==> src/rtl/isu_pkg.sv <==
package isu_pkg;

  typedef enum logic [1:0] {
    ST_IDLE  = 2'd0,
    ST_TRACK = 2'd1,
    ST_DONE  = 2'd2
  } sampleStateT;

  // strobes from control to datapath
  typedef struct packed {
    logic counting;
    logic reload;
    logic tagNow;
    logic recTrap;
    logic startDly;
    logic finishRet;
    logic finishAbt;
  } strobeT;

  localparam int LFSR_W = 8;
  localparam logic [LFSR_W-1:0] LFSR_TAPS = 8'hB8;
  localparam logic [LFSR_W-1:0] LFSR_SEED = 8'hA5;

  localparam logic [2:0] ADDR_PC      = 3'd0;
  localparam logic [2:0] ADDR_FETCH   = 3'd1;
  localparam logic [2:0] ADDR_OUTCOME = 3'd2;
  localparam logic [2:0] ADDR_DELAY   = 3'd3;
  localparam logic [2:0] ADDR_STATUS  = 3'd4;

endpackage

==> src/rtl/isu_ctrl.sv <==
module isu_ctrl
  import isu_pkg::*;
(
  input  logic   clk,
  input  logic   rstN,
  input  logic   fetchValid,
  input  logic   groupNonEmpty,
  input  logic   overflow,
  input  logic   ackWrite,
  input  logic   trapHit,
  input  logic   doneHit,
  input  logic   retireHit,
  input  logic   abortHit,
  output strobeT strobe,
  output logic   irq,
  output logic   tracking
);

  sampleStateT state, stateNxt;

  always_ff @(posedge clk or negedge rstN) begin
    if (!rstN) state <= ST_IDLE;
    else       state <= stateNxt;
  end

  always_comb begin
    strobe   = '0;
    stateNxt = state;
    case (state)
      ST_IDLE: begin
        strobe.counting = !ackWrite;
        strobe.reload   = ackWrite;
        if (!ackWrite && fetchValid && groupNonEmpty && overflow) begin
          strobe.tagNow = 1'b1;
          stateNxt      = ST_TRACK;
        end
      end
      ST_TRACK: begin
        strobe.recTrap  = trapHit;
        strobe.startDly = doneHit;
        if (retireHit) begin
          strobe.finishRet = 1'b1;
          stateNxt         = ST_DONE;
        end else if (abortHit) begin
          strobe.finishAbt = 1'b1;
          stateNxt         = ST_DONE;
        end
      end
      ST_DONE: begin
        if (ackWrite) begin
          strobe.reload = 1'b1;
          stateNxt      = ST_IDLE;
        end
      end
      default: stateNxt = ST_IDLE;
    endcase
  end

  assign irq      = (state == ST_DONE);
  assign tracking = (state == ST_TRACK);

endmodule

==> src/rtl/isu_dpath.sv <==
module isu_dpath
  import isu_pkg::*;
#(
  parameter int PC_W   = 32,
  parameter int CNT_W  = 16,
  parameter int SLOTS  = 4,
  parameter int ID_W   = 2,
  parameter int TRAP_W = 4,
  parameter int DLY_W  = 8,
  localparam int CW     = $clog2(SLOTS + 1),
  localparam int SLOT_W = $clog2(SLOTS)
) (
  input  logic              clk,
  input  logic              rstN,
  input  strobeT            strobe,
  input  logic              irq,
  input  logic              tracking,
  input  logic [CNT_W-1:0]  startVal,
  input  logic              fetchValid,
  input  logic [CW-1:0]     fetchCount,
  input  logic [PC_W-1:0]   fetchPc,
  input  logic              fetchIcMiss,
  input  logic [SLOTS-1:0]  fetchPredTaken,
  input  logic              trapValid,
  input  logic [ID_W-1:0]   trapId,
  input  logic [TRAP_W-1:0] trapCode,
  input  logic              doneValid,
  input  logic [ID_W-1:0]   doneId,
  input  logic              retireValid,
  input  logic [ID_W-1:0]   retireId,
  input  logic              abortValid,
  input  logic [ID_W-1:0]   abortId,
  input  logic [2:0]        rdAddr,
  output logic [PC_W-1:0]   rdData,
  output logic              overflow,
  output logic              trapHit,
  output logic              doneHit,
  output logic              retireHit,
  output logic              abortHit,
  output logic [SLOTS-1:0]  tagMark,
  output logic [ID_W-1:0]   tagId
);

  localparam logic [DLY_W-1:0] DLY_MAX = '1;

  logic [CNT_W-1:0]  sampleCnt;
  logic [CNT_W:0]    cntSum;
  logic [LFSR_W-1:0] lfsr;
  logic [LFSR_W-1:0] divisor;
  logic [LFSR_W-1:0] modVal;
  logic [SLOT_W-1:0] slotIdx;
  logic [ID_W-1:0]   idReg;
  logic [PC_W-1:0]   pcReg;
  logic              icMissReg;
  logic              predReg;
  logic              retiredReg;
  logic              trappedReg;
  logic [TRAP_W-1:0] trapCodeReg;
  logic [DLY_W-1:0]  dlyCnt;
  logic [DLY_W-1:0]  dlyInc;
  logic              dlyRun;

  // sampling counter
  assign cntSum   = {1'b0, sampleCnt} + (CNT_W+1)'(fetchCount);
  assign overflow = cntSum[CNT_W];

  always_ff @(posedge clk or negedge rstN) begin
    if (!rstN)                              sampleCnt <= '0;
    else if (strobe.reload)                 sampleCnt <= startVal;
    else if (strobe.counting && fetchValid) sampleCnt <= cntSum[CNT_W-1:0];
  end

  // slot selection
  always_ff @(posedge clk or negedge rstN) begin
    if (!rstN)        lfsr <= LFSR_SEED;
    else if (lfsr[0]) lfsr <= (lfsr >> 1) ^ LFSR_TAPS;
    else              lfsr <= lfsr >> 1;
  end

  assign divisor = (fetchCount == '0) ? LFSR_W'(1) : LFSR_W'(fetchCount);
  assign modVal  = lfsr % divisor;
  assign slotIdx = SLOT_W'(modVal);

  for (genvar s = 0; s < SLOTS; s++) begin : g_mark
    assign tagMark[s] = strobe.tagNow && (slotIdx == SLOT_W'(s));
  end

  // identifier matching
  assign tagId     = idReg + 1'b1;
  assign trapHit   = trapValid   && (trapId   == idReg);
  assign doneHit   = doneValid   && (doneId   == idReg);
  assign retireHit = retireValid && (retireId == idReg);
  assign abortHit  = abortValid  && (abortId  == idReg);

  assign dlyInc = (dlyCnt == DLY_MAX) ? dlyCnt : dlyCnt + 1'b1;

  // profile registers
  always_ff @(posedge clk or negedge rstN) begin
    if (!rstN) begin
      idReg       <= '0;
      pcReg       <= '0;
      icMissReg   <= 1'b0;
      predReg     <= 1'b0;
      retiredReg  <= 1'b0;
      trappedReg  <= 1'b0;
      trapCodeReg <= '0;
      dlyCnt      <= '0;
      dlyRun      <= 1'b0;
    end else if (strobe.tagNow) begin
      idReg       <= tagId;
      pcReg       <= fetchPc + (PC_W'(slotIdx) << 2);
      icMissReg   <= fetchIcMiss;
      predReg     <= fetchPredTaken[slotIdx];
      retiredReg  <= 1'b0;
      trappedReg  <= 1'b0;
      trapCodeReg <= '0;
      dlyCnt      <= '0;
      dlyRun      <= 1'b0;
    end else begin
      if (strobe.recTrap) begin
        trappedReg  <= 1'b1;
        trapCodeReg <= trapCode;
      end
      if (strobe.finishRet) begin
        retiredReg <= 1'b1;
        dlyRun     <= 1'b0;
        if (strobe.startDly) dlyCnt <= '0;
        else if (dlyRun)     dlyCnt <= dlyInc;
      end else if (strobe.finishAbt) begin
        retiredReg <= 1'b0;
        dlyRun     <= 1'b0;
      end else if (strobe.startDly) begin
        dlyCnt <= '0;
        dlyRun <= 1'b1;
      end else if (dlyRun) begin
        dlyCnt <= dlyInc;
      end
    end
  end

  // read port
  always_comb begin
    rdData = '0;
    case (rdAddr)
      ADDR_PC: rdData = pcReg;
      ADDR_FETCH: begin
        rdData[0] = icMissReg;
        rdData[1] = predReg;
      end
      ADDR_OUTCOME: begin
        rdData[0]            = retiredReg;
        rdData[1]            = trappedReg;
        rdData[2+:TRAP_W]    = trapCodeReg;
      end
      ADDR_DELAY: rdData[DLY_W-1:0] = dlyCnt;
      ADDR_STATUS: begin
        rdData[0]         = irq;
        rdData[1]         = tracking;
        rdData[2+:ID_W]   = idReg;
      end
      default: rdData = '0;
    endcase
  end

endmodule

==> src/rtl/inst_sampler.sv <==
module inst_sampler
  import isu_pkg::*;
#(
  parameter int PC_W   = 32,
  parameter int CNT_W  = 16,
  parameter int SLOTS  = 4,
  parameter int ID_W   = 2,
  parameter int TRAP_W = 4,
  parameter int DLY_W  = 8,
  localparam int CW     = $clog2(SLOTS + 1)
) (
  input  logic              clk,
  input  logic              rstN,
  input  logic [CNT_W-1:0]  startVal,
  input  logic              fetchValid,
  input  logic [CW-1:0]     fetchCount,
  input  logic [PC_W-1:0]   fetchPc,
  input  logic              fetchIcMiss,
  input  logic [SLOTS-1:0]  fetchPredTaken,
  output logic [SLOTS-1:0]  tagMark,
  output logic [ID_W-1:0]   tagId,
  input  logic              trapValid,
  input  logic [ID_W-1:0]   trapId,
  input  logic [TRAP_W-1:0] trapCode,
  input  logic              doneValid,
  input  logic [ID_W-1:0]   doneId,
  input  logic              retireValid,
  input  logic [ID_W-1:0]   retireId,
  input  logic              abortValid,
  input  logic [ID_W-1:0]   abortId,
  input  logic [2:0]        rdAddr,
  output logic [PC_W-1:0]   rdData,
  input  logic              ackWrite,
  output logic              irq
);

  strobeT strobe;
  logic   overflow, tracking;
  logic   trapHit, doneHit, retireHit, abortHit;

  isu_ctrl u_ctrl (
    .clk           (clk),
    .rstN          (rstN),
    .fetchValid    (fetchValid),
    .groupNonEmpty (fetchCount != '0),
    .overflow      (overflow),
    .ackWrite      (ackWrite),
    .trapHit       (trapHit),
    .doneHit       (doneHit),
    .retireHit     (retireHit),
    .abortHit      (abortHit),
    .strobe        (strobe),
    .irq           (irq),
    .tracking      (tracking)
  );

  isu_dpath #(
    .PC_W(PC_W), .CNT_W(CNT_W), .SLOTS(SLOTS),
    .ID_W(ID_W), .TRAP_W(TRAP_W), .DLY_W(DLY_W)
  ) u_dpath (
    .clk            (clk),
    .rstN           (rstN),
    .strobe         (strobe),
    .irq            (irq),
    .tracking       (tracking),
    .startVal       (startVal),
    .fetchValid     (fetchValid),
    .fetchCount     (fetchCount),
    .fetchPc        (fetchPc),
    .fetchIcMiss    (fetchIcMiss),
    .fetchPredTaken (fetchPredTaken),
    .trapValid      (trapValid),
    .trapId         (trapId),
    .trapCode       (trapCode),
    .doneValid      (doneValid),
    .doneId         (doneId),
    .retireValid    (retireValid),
    .retireId       (retireId),
    .abortValid     (abortValid),
    .abortId        (abortId),
    .rdAddr         (rdAddr),
    .rdData         (rdData),
    .overflow       (overflow),
    .trapHit        (trapHit),
    .doneHit        (doneHit),
    .retireHit      (retireHit),
    .abortHit       (abortHit),
    .tagMark        (tagMark),
    .tagId          (tagId)
  );

endmodule

==> config.mk <==
export PLATFORM = sky130hd
export DESIGN_NAME = inst_sampler
export DESIGN_NICKNAME = d
export VERILOG_FILES = /design/src/rtl/isu_pkg.sv /design/src/rtl/isu_ctrl.sv /design/src/rtl/isu_dpath.sv /design/src/rtl/inst_sampler.sv
export SDC_FILE = /design/constraint.sdc
export NUM_CORES = 1
export LEC_CHECK = 0
export BUFFER_PORTS_ARGS = -buffer_cell sky130_fd_sc_hd__buf_2
export CORE_MARGIN = 10
export CORE_UTILIZATION = 40
export CTS_CLUSTER_SIZE = 28
export DETAILED_ROUTE_END_ITERATION = 6
export GPL_TIMING_DRIVEN = 0
export MAX_ROUTING_LAYER = met4
export SYNTH_ARGS = -nofsm -noshare
export SYNTH_HDL_FRONTEND = slang
export SYNTH_SLANG_ARGS = --single-unit
export TNS_END_PERCENT = 1
==> constraint.sdc <==
create_clock -name clk -period 21.5 [get_ports clk]
set_input_delay 2.15 -clock clk [delete_from_list [all_inputs] [get_ports clk]]
set_output_delay 2.15 -clock clk [all_outputs]
set_load 0.03 [all_outputs]
==> impl.org <==
** Power and ir drop
- Power consumption :: 0.434 mW
- Of the total power, the share spent switching nets is 30.6%.
- Comb power frac :: 24.1%
- In this run the power spent charging and discharging nets is 0.133 mW.
- Internal :: 0.301 mW
- In this run, the clock network consumes 37.5% of the power.
- Worst ir drop on vdd :: 0.0385 mV
- Areal power density over the cells :: 63.9 nW/um2
- Per report_power, the sequential group accounts for 38.5% of the total.
- Static Leakage :: 3.19 nW

** Synth
- Avg Inst Size Synth :: 8.30 um2
- The cell area that synthesis handed to floorplanning was 5630 um2.
- Synthesized netlist cell count :: 678
- The synthesized design devotes to its leading area cell type 32.5% of total area.
- Top flip-flop cell by instance count after synthesis :: dfrtp_1
- For this run, the number of Yosys warnings is 0.
- In this run, synthesis inferred 0 flip-flops with an integrated enable.
- Register area share after synthesis :: 34.3%
- Main area contributors after synthesis :: dfrtp_1 (32%), ha_1 (5.3%), nand2_1 (5.3%)
- Area leader, netlist :: dfrtp_1
- In the synthesized netlist the async set-or-reset flop fraction comes to 100%.
- After synthesis the netlist holds a flip-flop and latch count of 77.
- Netlist cell types :: 69
- When the netlist entered floorplanning its net count stood at 784.

** Timing
- Setup repair after global routing left no endpoint under its margin.
- Post-route minimum period :: 15.79 ns
- Share of the clock period used by the worst path after layout :: 73.5%
- Timing would allow up to 63.3 MHz.
- Sum of negative setup slack :: 0 ns
- Setup violations remaining at the end of the flow were counted as 0.
- Measured against its own limit, the worst slew margin works out to 21.0%.
- On the final layout, the worst clock skew is 0.00621 ns.
- Final worst setup slack :: 5.71 ns
- At the pin with the least slew margin, the transition time is 1.18 ns.
- The number of pins exceeding their max-slew limit in the final report came to 0.
- Endpoints failing hold :: 0

** Detailed routing
- Final wirelength :: 16,300 um
- Avg WL per Cell :: 16.4 um
- The detailed router finished its first iteration with 322 violations.
- Number of remaining DRC errors :: 0
- Number of iterations in the first detailed-routing pass :: 5
- In the routed layout, each cell is associated on average with a via count of 5.31.
- Number of vias after detailed routing :: 5,276
- In this run the remaining antenna-violating nets after routing total 0.

** Global routing
- M1 GR Usage :: 21.6%
- Entering global routing, the biggest net connects 70 pins.
- The global routing stage identified its most utilized layer as met2.
- The first global-routing pass estimated 27,300 um of wire.
- The via count of the first global-routing pass was 5,345.
- Remaining global-route overflow :: 0
- Global routing met3 resource utilization :: 3.77%
- Met2 track demand over resource in global routing :: 27.6%
- Overall global routing resource usage :: 17.3%
- Number of antenna violations at the first check in global routing :: 2

** Critical path
- Endpoint kind of the worst setup timing path :: primary output
- CP max-delay cell :: o21bai_1
- Data arrival, critical path :: 13.64 ns
- Data on the critical path is required at its endpoint by 19.35 ns.
- Cell occurring most often along the worst timing path :: ha_1
- Kind of start point of the critical path :: input port
- In this run the worst path has a maximum fanout of 9.
- Largest stage delay, worst path :: 0.47 ns
- The critical path is of the input port to primary output type.

** Clocking
- Number of buffers inserted by post-CTS setup repair :: 0
- In this run the deepest clock path goes through 2 buffers.
- CTS built an H-tree with a depth of 3.
- # hold bufs at CTS :: 0
- Clock root buffer master :: clkbuf_16
- Clock-pin slew was measured on the worst setup and hold paths at 0.06 ns.
- The clock reaches the later pin of the worst-skew pair after 0.34 ns.
- Post-cts resize count :: 0
- Clock sinks :: 77
- TritonCTS created 9 clock buffers.
- TritonCTS built the clock tree.

** Floorplanning
- Once the floorplan was initialized, standard cells occupied 40.7% of the core.
- Die Ht :: 139 um
- Floorplan row count :: 43
- From left edge to right edge, the die measures 139 um.
- The die covers 19,200 um2.
- 118 I/O pins were placed.
- Core box area :: 13,800 um2

** Cells and area
- Commonest non-fill, non-tap cell in the layout :: buf_2
- In the final layout, the share of cells above drive strength 1 is 20.3%.
- Multi-input logic area :: 3490 um2
- Compared with the post-synthesis result, the final layout area differs by 20.7%.
- Fill cell count :: 1,324
- Register cell area after layout :: 1930 um2
- The top cell types in the final layout, fill and taps aside, are buf_2 (117), nand2_1 (80), nor2_1 (78).
- # nets final :: 913

** Place
- The congestion estimate from routability-driven global placement came to 0.883.
- Worst slack after detailed placement :: 5.86 ns
- HPWL after DPL :: 12,600 um
- Count of port buffers added during placement :: 117

** Job
- Max-cap violations in this run came to 0.

** Min path
- Class of the tightest hold or removal check :: flip-flop to flip-flop

** Status
- The run finished with clean final reports.
## cells by family after synthesis
group	count (synthesis)	synth area share [%]
buffers and inverters	54	3.62
adder cells (fa/ha/maj)	27	6.40
AO/OA/AOI/OAI	152	17.8
AND/OR/NAND/NOR	294	25.8
XOR/XNOR	60	9.34
flip-flops	77	34.3
multiplexers	14	2.74
## power by group through the flow
stage / combinational [mW] / sequential, mW / clock [mW]
after CTS: 0.105 / 0.166 / 0.167
after global routing: 0.118 / 0.168 / 0.173
final: 0.104 / 0.167 / 0.163
after floorplan: 0.0731 / 0.165 / 0
after detailed placement: 0.104 / 0.169 / 0
after global placement: 0.100 / 0.169 / 0
## path summary, 6_finish.rpt
check                                start              endpoint  slack (ns)  cells past startpoint
min reg2reg                u_dpath.lfsr[0]       u_dpath.lfsr[7]        0.37                      0
min                        u_dpath.lfsr[0]       u_dpath.lfsr[7]        0.37                      0
max in group asynchronous             rstN       u_dpath.lfsr[2]       19.28                      2
min in group asynchronous             rstN  u_dpath.sampleCnt[8]        1.63                      1
max                          fetchCount[1]            tagMark[3]        5.71                     48
max reg2reg                u_dpath.lfsr[7]     u_dpath.pcReg[28]        8.13                     57
## state kept, by name, summed over array words and instances (netlist names)
name and cells:
u_ctrl.state 2, u_dpath.dlyCnt 8, u_dpath.dlyRun 1, u_dpath.icMissReg 1, u_dpath.idReg 2, u_dpath.lfsr 8, u_dpath.pcReg 32, u_dpath.predReg 1
u_dpath.retiredReg 1, u_dpath.sampleCnt 16, u_dpath.trapCodeReg 4, u_dpath.trappedReg 1
## per-stage QoR
stage	utilization [%]	std cells	instance area [um2]	hold WS (ns)
after detailed placement	46.8	976	6470	0.356
final	49.1	994	6790	0.367
after CTS	49.1	992	6790	0.366
after global placement	46.6	975	6440	0.354
after global routing	49.1	994	6790	0.370
after floorplan	-	678	5630	0.353
## cell type report
cell class	instances	share of cell area, %
multi-input combinational	547	51.4
sequential	77	28.4
timing repair buffer	118	9.06
clock buffer	12	3.92
tap	180	3.32
inverter	29	1.60
buffer	25	1.40
clock inverter	4	0.792
antenna	2	0.0737
## worst max-delay path: cells and delay by family
kind,cells,cell delay [ns]
AND/OR/NAND/NOR,14,3.42
AO/OA/AOI/OAI,17,3.64
adder cells (fa/ha/maj),7,2.12
buffers and inverters,5,0.72
XOR/XNOR,2,0.34
multiplexers,3,1.23
## cells in the mapped netlist (all sizes together), types with 3 or more instances
library cell  number
o211ai             8
xnor2             31
o22ai              3
o21a              10
a22oi              5
nand2             80
inv               29
and4               3
nand3b             5
nand4              6
and2              26
or2                4
a21oi             53
mux2i              9
dfrtp             73
nor3              21
nor2b             11
nand2b             6
ha                24
a211oi             4
o21ai             37
clkbuf            23
fa                 3
mux2               5
nor4               3
nor2              79
o31ai              4
nand3             23
and3              13
dfstp              4
xor2              29
a21o               4
or3                6
## metal layers
metal | routed length, um | share of wire, % | up-vias
met5 | 0 | 0 | -
met4 | 269 | 1.7 | 0
met3 | 724 | 4.4 | 19
met2 | 7700 | 47 | 139
met1 | 7580 | 47 | 2498
li1 | - | - | 2620
Note: power is estimated with default switching activity, not from simulation.
